--- src/rtl/rstpd_pkg.sv ---
package rstpd_pkg;
  // Strobes from the control module to the datapath module
  typedef struct packed {
    logic loadSeq;   // restart the reset-sequence counter
    logic maskPin;   // reset pin is being driven low by this block
  } ctrlStrobes_t;

  // Status from the datapath module to the control module
  typedef struct packed {
    logic hwQual;    // pin low long enough to count as a reset
    logic seqActive; // reset sequence running
    logic nmiFall;   // falling edge seen on the interrupt line
  } dpStatus_t;
endpackage

--- src/rtl/rstpd_datapath.sv ---
module rstpd_datapath
  import rstpd_pkg::*;
#(
  parameter int QUAL_CYCLES = 4,
  parameter int SEQ_CYCLES  = 16
) (
  input  logic         clk,
  input  logic         porN,
  input  logic         extRstN,
  input  logic         nmiPin,
  input  ctrlStrobes_t strobes,
  output dpStatus_t    status
);
  localparam int QUAL_W = $clog2(QUAL_CYCLES + 1);
  localparam int SEQ_W  = $clog2(SEQ_CYCLES + 1);
  localparam logic [QUAL_W-1:0] QUAL_LAST = QUAL_W'(QUAL_CYCLES - 1);
  localparam logic [SEQ_W-1:0]  SEQ_LOAD  = SEQ_W'(SEQ_CYCLES);

  logic [QUAL_W-1:0] lowCnt;
  logic [SEQ_W-1:0]  seqCnt;
  logic              nmiPrev;
  logic              pinLow;

  assign pinLow = !extRstN && !strobes.maskPin;

  // Count consecutive low samples of the reset pin, saturating at the limit
  always_ff @(posedge clk or negedge porN) begin
    if (!porN) begin
      lowCnt <= '0;
    end else if (!pinLow) begin
      lowCnt <= '0;
    end else if (lowCnt != QUAL_LAST) begin
      lowCnt <= lowCnt + 1'b1;
    end
  end

  // Down-counter for the length of the reset sequence
  always_ff @(posedge clk or negedge porN) begin
    if (!porN) begin
      seqCnt <= SEQ_LOAD;
    end else if (strobes.loadSeq) begin
      seqCnt <= SEQ_LOAD;
    end else if (seqCnt != '0) begin
      seqCnt <= seqCnt - 1'b1;
    end
  end

  // Previous level of the interrupt line, for edge detection
  always_ff @(posedge clk or negedge porN) begin
    if (!porN) nmiPrev <= 1'b0;
    else       nmiPrev <= nmiPin;
  end

  assign status.hwQual    = pinLow && (lowCnt == QUAL_LAST);
  assign status.seqActive = (seqCnt != '0);
  assign status.nmiFall   = nmiPrev && !nmiPin;
endmodule

--- src/rtl/rstpd_control.sv ---
module rstpd_control
  import rstpd_pkg::*;
(
  input  logic         clk,
  input  logic         porN,
  input  logic         swRstReq,
  input  logic         wdtRstReq,
  input  logic         initDone,
  input  logic         pdReq,
  input  logic         nmiPin,
  input  logic         bidirRstEn,
  input  logic         pdCfg,
  input  dpStatus_t    status,
  output ctrlStrobes_t strobes,
  output logic         indLow,
  output logic         trapReg,
  output logic         pdReg
);
  logic anyReset;
  logic pdAccept;

  assign anyReset = status.hwQual || swRstReq || wdtRstReq;
  assign pdAccept = pdReq && !status.seqActive && (pdCfg || !nmiPin);

  assign strobes.loadSeq = anyReset;
  assign strobes.maskPin = bidirRstEn && status.seqActive;

  // Reset indication: set by any reset, cleared by end-of-initialization
  always_ff @(posedge clk or negedge porN) begin
    if (!porN) begin
      indLow <= 1'b1;
    end else if (anyReset) begin
      indLow <= 1'b1;
    end else if (initDone && !status.seqActive) begin
      indLow <= 1'b0;
    end
  end

  // Power-down flag: a reset takes priority over a request
  always_ff @(posedge clk or negedge porN) begin
    if (!porN) begin
      pdReg <= 1'b0;
    end else if (anyReset) begin
      pdReg <= 1'b0;
    end else if (pdAccept) begin
      pdReg <= 1'b1;
    end
  end

  // One-cycle trap request on a falling edge of the interrupt line
  always_ff @(posedge clk or negedge porN) begin
    if (!porN) trapReg <= 1'b0;
    else       trapReg <= status.nmiFall;
  end
endmodule

--- src/rtl/rst_pd_sequencer.sv ---
module rst_pd_sequencer
  import rstpd_pkg::*;
#(
  parameter int QUAL_CYCLES = 4,
  parameter int SEQ_CYCLES  = 16
) (
  input  logic clk,
  input  logic porN,
  input  logic extRstN,
  input  logic swRstReq,
  input  logic wdtRstReq,
  input  logic initDone,
  input  logic pdReq,
  input  logic nmiPin,
  input  logic bidirRstEn,
  input  logic pdCfg,
  output logic sysRst,
  output logic rstIndN,
  output logic rstPinPullDn,
  output logic nmiTrap,
  output logic pdActive
);
  ctrlStrobes_t strobes;
  dpStatus_t    status;
  logic         indLow;

  rstpd_datapath #(
    .QUAL_CYCLES(QUAL_CYCLES),
    .SEQ_CYCLES (SEQ_CYCLES)
  ) dp_i (
    .clk     (clk),
    .porN    (porN),
    .extRstN (extRstN),
    .nmiPin  (nmiPin),
    .strobes (strobes),
    .status  (status)
  );

  rstpd_control ctl_i (
    .clk        (clk),
    .porN       (porN),
    .swRstReq   (swRstReq),
    .wdtRstReq  (wdtRstReq),
    .initDone   (initDone),
    .pdReq      (pdReq),
    .nmiPin     (nmiPin),
    .bidirRstEn (bidirRstEn),
    .pdCfg      (pdCfg),
    .status     (status),
    .strobes    (strobes),
    .indLow     (indLow),
    .trapReg    (nmiTrap),
    .pdReg      (pdActive)
  );

  assign sysRst       = status.seqActive;
  assign rstIndN      = !indLow;
  assign rstPinPullDn = strobes.maskPin;
endmodule

--- config.mk ---
export PLATFORM = sky130hd
export DESIGN_NAME = rst_pd_sequencer
export DESIGN_NICKNAME = d
export VERILOG_FILES = /design/src/rtl/rstpd_pkg.sv /design/src/rtl/rstpd_datapath.sv /design/src/rtl/rstpd_control.sv /design/src/rtl/rst_pd_sequencer.sv
export SDC_FILE = /design/constraint.sdc
export NUM_CORES = 1
export LEC_CHECK = 0
export BUFFER_PORTS_ARGS = -buffer_cell sky130_fd_sc_hd__buf_2
export CAP_MARGIN = 0
export CORE_MARGIN = 2
export CORE_UTILIZATION = 44
export DETAILED_ROUTE_END_ITERATION = 16
export PLACE_DENSITY_LB_ADDON = 0.2
export SETUP_SLACK_MARGIN = 0.05
export SKIP_CTS_REPAIR_TIMING = 1
export SLEW_MARGIN = 25
export SYNTH_ARGS = -nofsm -noshare
export SYNTH_HDL_FRONTEND = slang
export SYNTH_SLANG_ARGS = --single-unit
--- constraint.sdc ---
create_clock -name clk -period 1.7 [get_ports clk]
set_input_delay 0.34 -clock clk [delete_from_list [all_inputs] [get_ports clk]]
set_output_delay 0.34 -clock clk [all_outputs]
set_load 0.03 [all_outputs]
# After elaboration in Yosys (flattened, before gate mapping)
# Cells that the tools add are included.
word_totals:
  register_bits: 12
  inputBits: 10
  out_inout_bits: 5
  elab_cells: 38
op_classes:
  add_sub_neg: 2
  n_eq_ne: 3
  mux: 8
  reduce_logical: 19
op_table:
  columns: ["cell", "count"]
  rows:
  - ["$mux 5", 2]
  - ["$logic_and 1x1->1", 7]
  - ["$mux 3", 2]
  - ["$reduce_bool 2->1", 3]
  - ["$logic_not 1->1", 5]
  - ["$reduce_bool 5->1", 1]
  - ["$sub 5x1->5 const B", 1]
  - ["$mux 1", 4]
  - ["$add 3x1->3 const B", 1]
  - ["$eq 3x2->1 const B", 1]
  - ["$logic_or 1x1->1", 3]
  - ["$ne 3x2->1 const B", 1]
  - ["$ne 2x2->1 const B", 1]

# Longest topological paths before layout
logic_depth:
  depth_word: 8
  ltp_mapped: 6
  ltp_nobuf: 5

# Hierarchy
# From an unflattened synthesis, not the netlist that was laid out.
hier_totals:
  cells_unflattened: 54
  hier_area_um2: 576.8
modules_own_cells:
  columns: ["module", "n_inst", "cells_per_inst", "area_per_inst_um2", "seq_area_each_um2"]
  rows:
  - ["rstpd_datapath", 1, 41, 440.4, 226.5]
  - ["rstpd_control", 1, 12, 132.6, 76.3]
  - ["rst_pd_sequencer", 1, 1, 3.8, 0.0]

# Least setup slack after synthesis
# OpenSTA, ideal clock, no wires.
synth_timing:
  path_kind: "register -> output"
  from: "register dp_i.seqCnt[0]"
  to: "output port rstPinPullDn"
  arrival_ns: 1.553
  t_required_ns: 1.360
  setup_slack_ns: -0.193
  path_stages_with_launch: 6
  n_path_buf: 1
  cell_sequence: "dfrtp_1 -> inv_1 -> ha_1 -> or4b_1 -> buf_2 -> and2_1"
synth_between:
  elab_chain_cells: 2
synth_lines:
  columns: ["element", "line", "rtl"]
  rows:
  - ["start, declared", "rstpd_datapath.sv:20", "logic [SEQ_W-1:0] seqCnt;"]
  - ["start signal, assigned", "rstpd_datapath.sv:44", "seqCnt <= seqCnt - 1'b1;"]
  - ["$reduce_bool 5->1", "rstpd_datapath.sv:55", "assign status.seqActive = (seqCnt != '0);"]
  - ["net sysRst", "rst_pd_sequencer.sv:17", "output logic sysRst,"]
  - ["$logic_and 1x1->1", "rstpd_control.sv:26", "assign strobes.maskPin = bidirRstEn && status.seqActive;"]
  - ["end, declared", "rst_pd_sequencer.sv:19", "output logic rstPinPullDn,"]
# The timed path passes the listed nets, and every way through them passes these cells.

# Worst setup path after layout
layout_timing:
  from: "register dp_i.seqCnt[1]"
  to: "output port rstPinPullDn"
layout_between:
  elab_chain_cells: 2
layout_lines:
  columns: ["element", "line"]
  rows:
  - ["$reduce_bool 5->1", "rstpd_datapath.sv:55"]
  - ["$logic_and 1x1->1", "rstpd_control.sv:26"]
# Every way passes these cells.

==> results_dict.tcl <==
set metrics [dict create \
    syn_area_sq_um 603 \
    slew_headroom_pct 75.7 \
    cp.buffers_inverters 2 \
    clock.fmax_mhz 504 \
    netlist_top_cells_area "dfrtp_1 (41%), dfstp_2 (8.7%), ha_1 (6.2%)" \
    worst-r2r-setup-slack_ns -0.08 \
    p_leak_nw 0.429 \
    synth.yosys.seq_area_share_pct 50.2 \
    die_y_microns 41.0 \
    wl_met1_microns 479 \
    worstSetupPathType "flip-flop to output port" \
    synthArstFlopShare_pct 100 \
    grt_start_max_net_pins 13 \
    grt_pass1_vias 455 \
    drt_iter0_markers 8 \
    timing.rr.end "ctl_i.indLow$_DFFE_PN1P_" \
    syn_avg_cell_area_sq_um 11.0 \
    ys_warn_count 0 \
    yosys_register_bits 12 \
    ys_types 26 \
    viasPerCell 4.90 \
    crit_chain "inv_2, ha_4, or4b_4, and2_4, buf_6" \
    post-route-period-util_pct 117 \
    cp.depth 5 \
    setup_viol 6 \
    violations "negative setup slack" \
    hold_viol_final 0 \
    finalMaxSlewViolations 0 \
    grt_pass1_wl_mm 1.83 \
    drc_errors 0 \
    syn-instance-count 55 \
    drt_wl_total_mm 1.10 \
    die_w_microns 41.0 \
    clk_latency_ns 0.27 \
    cts_tree "done" \
    nNetsFinal 97 \
    end_kind "output port" \
    ys.flop_type "dfrtp_1" \
    io_buffers 14 \
    hold_path.class "input port to flip-flop" \
    place.gp.congestion 0.747 \
    setup_ws_ns -0.285 \
    critical_path_arrival_ns 1.64 \
    first_pass_iters 3 \
    vias 480 \
    die_area_sq_mm 0.00168 \
    power_mw 0.745 \
    hpwlAfterDp_microns 849 \
    timing.final.crit_period_ns 1.98 \
    cp_max_fo 4 \
    syn-num-nets 68 \
    instances_no_fill 98 \
    cts_max_path_buffers 2 \
    area_growth_syn_to_layout_pct 42.1 \
    core_sq_mm 0.00128 \
    wl_met3_microns 45 \
    worst_path_max_delay_cell "or4b_4" \
    ant_nets 0 \
    n_antenna_cell 0 \
    crit_family "simple AND/OR/NAND/NOR gates" \
    tns_ns -0.634 \
    synth_top_area_share_pct 41.5 \
    r2r_start "dp_i.seqCnt[1]$_DFFE_PN0P_" \
    cts_buffers 3 \
    initial_utilization_pct 46.9 \
    path_clk_slew_ns 0.07 \
    io_pins 15 \
    top_layer "met4" \
    htreeDepth 1 \
    cts.sinks 12 \
    synth_edf_count 0 \
    n_fill_cell 106 \
    antenna_found_initial 0 \
    max_stage_delay_ns 0.47 \
    post_drt_wl_per_cell_microns 11.2 \
    dp.cells 89 \
    synth_area_leader_cell "dfrtp_1" \
    peakVddDrop_v 0.000521 \
    max_slew.worst_pin.slew_ns 0.363 \
    wl_met2_microns 563 \
    placementRows 13 \
    crit_path_end "rstPinPullDn" \
    root_buffer "clkbuf_4" \
    crit_path_start "dp_i.seqCnt[1]$_DFFE_PN0P_" \
    status "complete, but fails checks" \
    cap_viol_max_count 0 \
    r2r_cells 7 \
    fin_skew_ns 0.00283 \
    critPathLaunchType "flip-flop" \
    rsz0062_at_grt "true" \
    worstPathRequired_ns 1.36 \
    gr-total-overflow 0 \
    drive_gt1_share_pct 51.8 \
    p_per_area_mw_per_mm2 869 \
    grt_usage_pct 17.8 \
]
==> where the power goes <==
part	internal [mW]	total (mW)	switching [mW]
combinational	0.108	0.199	0.0917
sequential	0.310	0.325	0.0149
clock	0.130	0.220	0.0902
==> flip-flops by register name, summed over array words and instances (netlist names) <==
name,flops
dp_i.seqCnt,5
dp_i.lowCnt,3
ctl_i.indLow,1
ctl_i.pdReg,1
ctl_i.trapReg,1
dp_i.nmiPrev,1
==> area by class of cell <==
type | instances | area [sq um] | share of cell area, %
multi-input cells | 35 | 308 | 35.9
flip-flops and latches | 12 | 303 | 35.3
repair buffers | 25 | 165 | 19.3
clock buffers | 4 | 36.3 | 4.23
inverters | 7 | 26.3 | 3.07
well taps | 15 | 18.8 | 2.19
==> through the flow <==
stage / utilization [%] / cell area [sq um] / setup slack [ns] / hold slack (ns)
floorplan: - / 622 / -0.0504 / 0.0444
global placement: 57.6 / 741 / -0.00737 / 0.225
detailed placement: 57.6 / 741 / -0.0358 / 0.226
CTS: 60.5 / 777 / -0.338 / -0.0677
global route: 66.7 / 857 / -0.344 / 0.200
finish: 66.7 / 857 / -0.285 / 0.204
==> per-layer routing <==
metal,global-route usage (%),up-vias
met4,12.5,0
met3,3.26,2
met2,30.1,12
met1,19.9,226
li1,-,240
met5,0,-
==> worst min path at each step <==
stage	from	to	slack, ns	cells past startpoint
floorplan	porN	ctl_i.pdReg$_DFFE_PN0P_	0.04	0
global placement	porN	dp_i.nmiPrev$_DFF_PN0_	0.22	1
detailed placement	porN	dp_i.nmiPrev$_DFF_PN0_	0.23	1
CTS	porN	dp_i.nmiPrev$_DFF_PN0_	-0.07	1
global route	nmiPin	dp_i.nmiPrev$_DFF_PN0_	0.20	1
finish	nmiPin	dp_i.nmiPrev$_DFF_PN0_	0.20	1
==> synth_stat cells, drive strengths merged (2+ instances only) <==
cell type and count:
a21oi 2, dfstp 2, ha 3, a21o 2
dfrtp 10, nor2 7, nand3b 2, mux2i 2
o22ai 2, inv 7, nand2b 3
==> cell families after synthesis <==
group / after synthesis / share of synthesized area, %
AOI/OAI and AO/OA: 10 / 13.3
xor gates and xnor gates: 2 / 2.91
adders and majority gates: 3 / 6.22
buffers and inverters: 8 / 5.19
DFF: 12 / 50.2
muxes: 2 / 3.32
and+or+nand+nor: 18 / 18.9
==> cell usage in the layout (no fill, tap or decap) <==
| cell | synthesis | layout |
|---|---|---|
| nor2_1 | 6 | 4 |
| a21oi_1 | 2 | 2 |
| xor2_1 | 1 | 1 |
| o22a_1 | 1 | 1 |
| nor2b_1 | 1 | 1 |
| nand3b_1 | 1 | 1 |
| a21o_1 | 2 | 2 |
| mux2i_1 | 2 | 2 |
| dlygate4sd3_1 | 0 | 1 |
| inv_1 | 7 | 5 |
| nor3b_1 | 1 | 1 |
| buf_6 | 0 | 2 |
| and2_4 | 0 | 1 |
| nand2_1 | 1 | 1 |
| o22ai_2 | 0 | 2 |
| dfstp_2 | 2 | 2 |
| nor2_2 | 1 | 3 |
| nand3b_4 | 1 | 1 |
| xnor2_1 | 1 | 1 |
| ha_4 | 0 | 1 |
| ha_1 | 3 | 1 |
| o21ai_0 | 1 | 1 |
| o211ai_1 | 1 | 1 |
| buf_4 | 0 | 9 |
| inv_2 | 0 | 2 |
| clkbuf_4 | 0 | 3 |
| nand2b_1 | 3 | 3 |
| a22oi_4 | 1 | 1 |
| ha_2 | 0 | 1 |
| dfrtp_1 | 10 | 10 |
| or4b_4 | 0 | 1 |
| nor3_1 | 1 | 1 |
| clkbuf_8 | 0 | 1 |
| buf_2 | 1 | 13 |
Note: power is estimated with default switching activity, not from simulation.
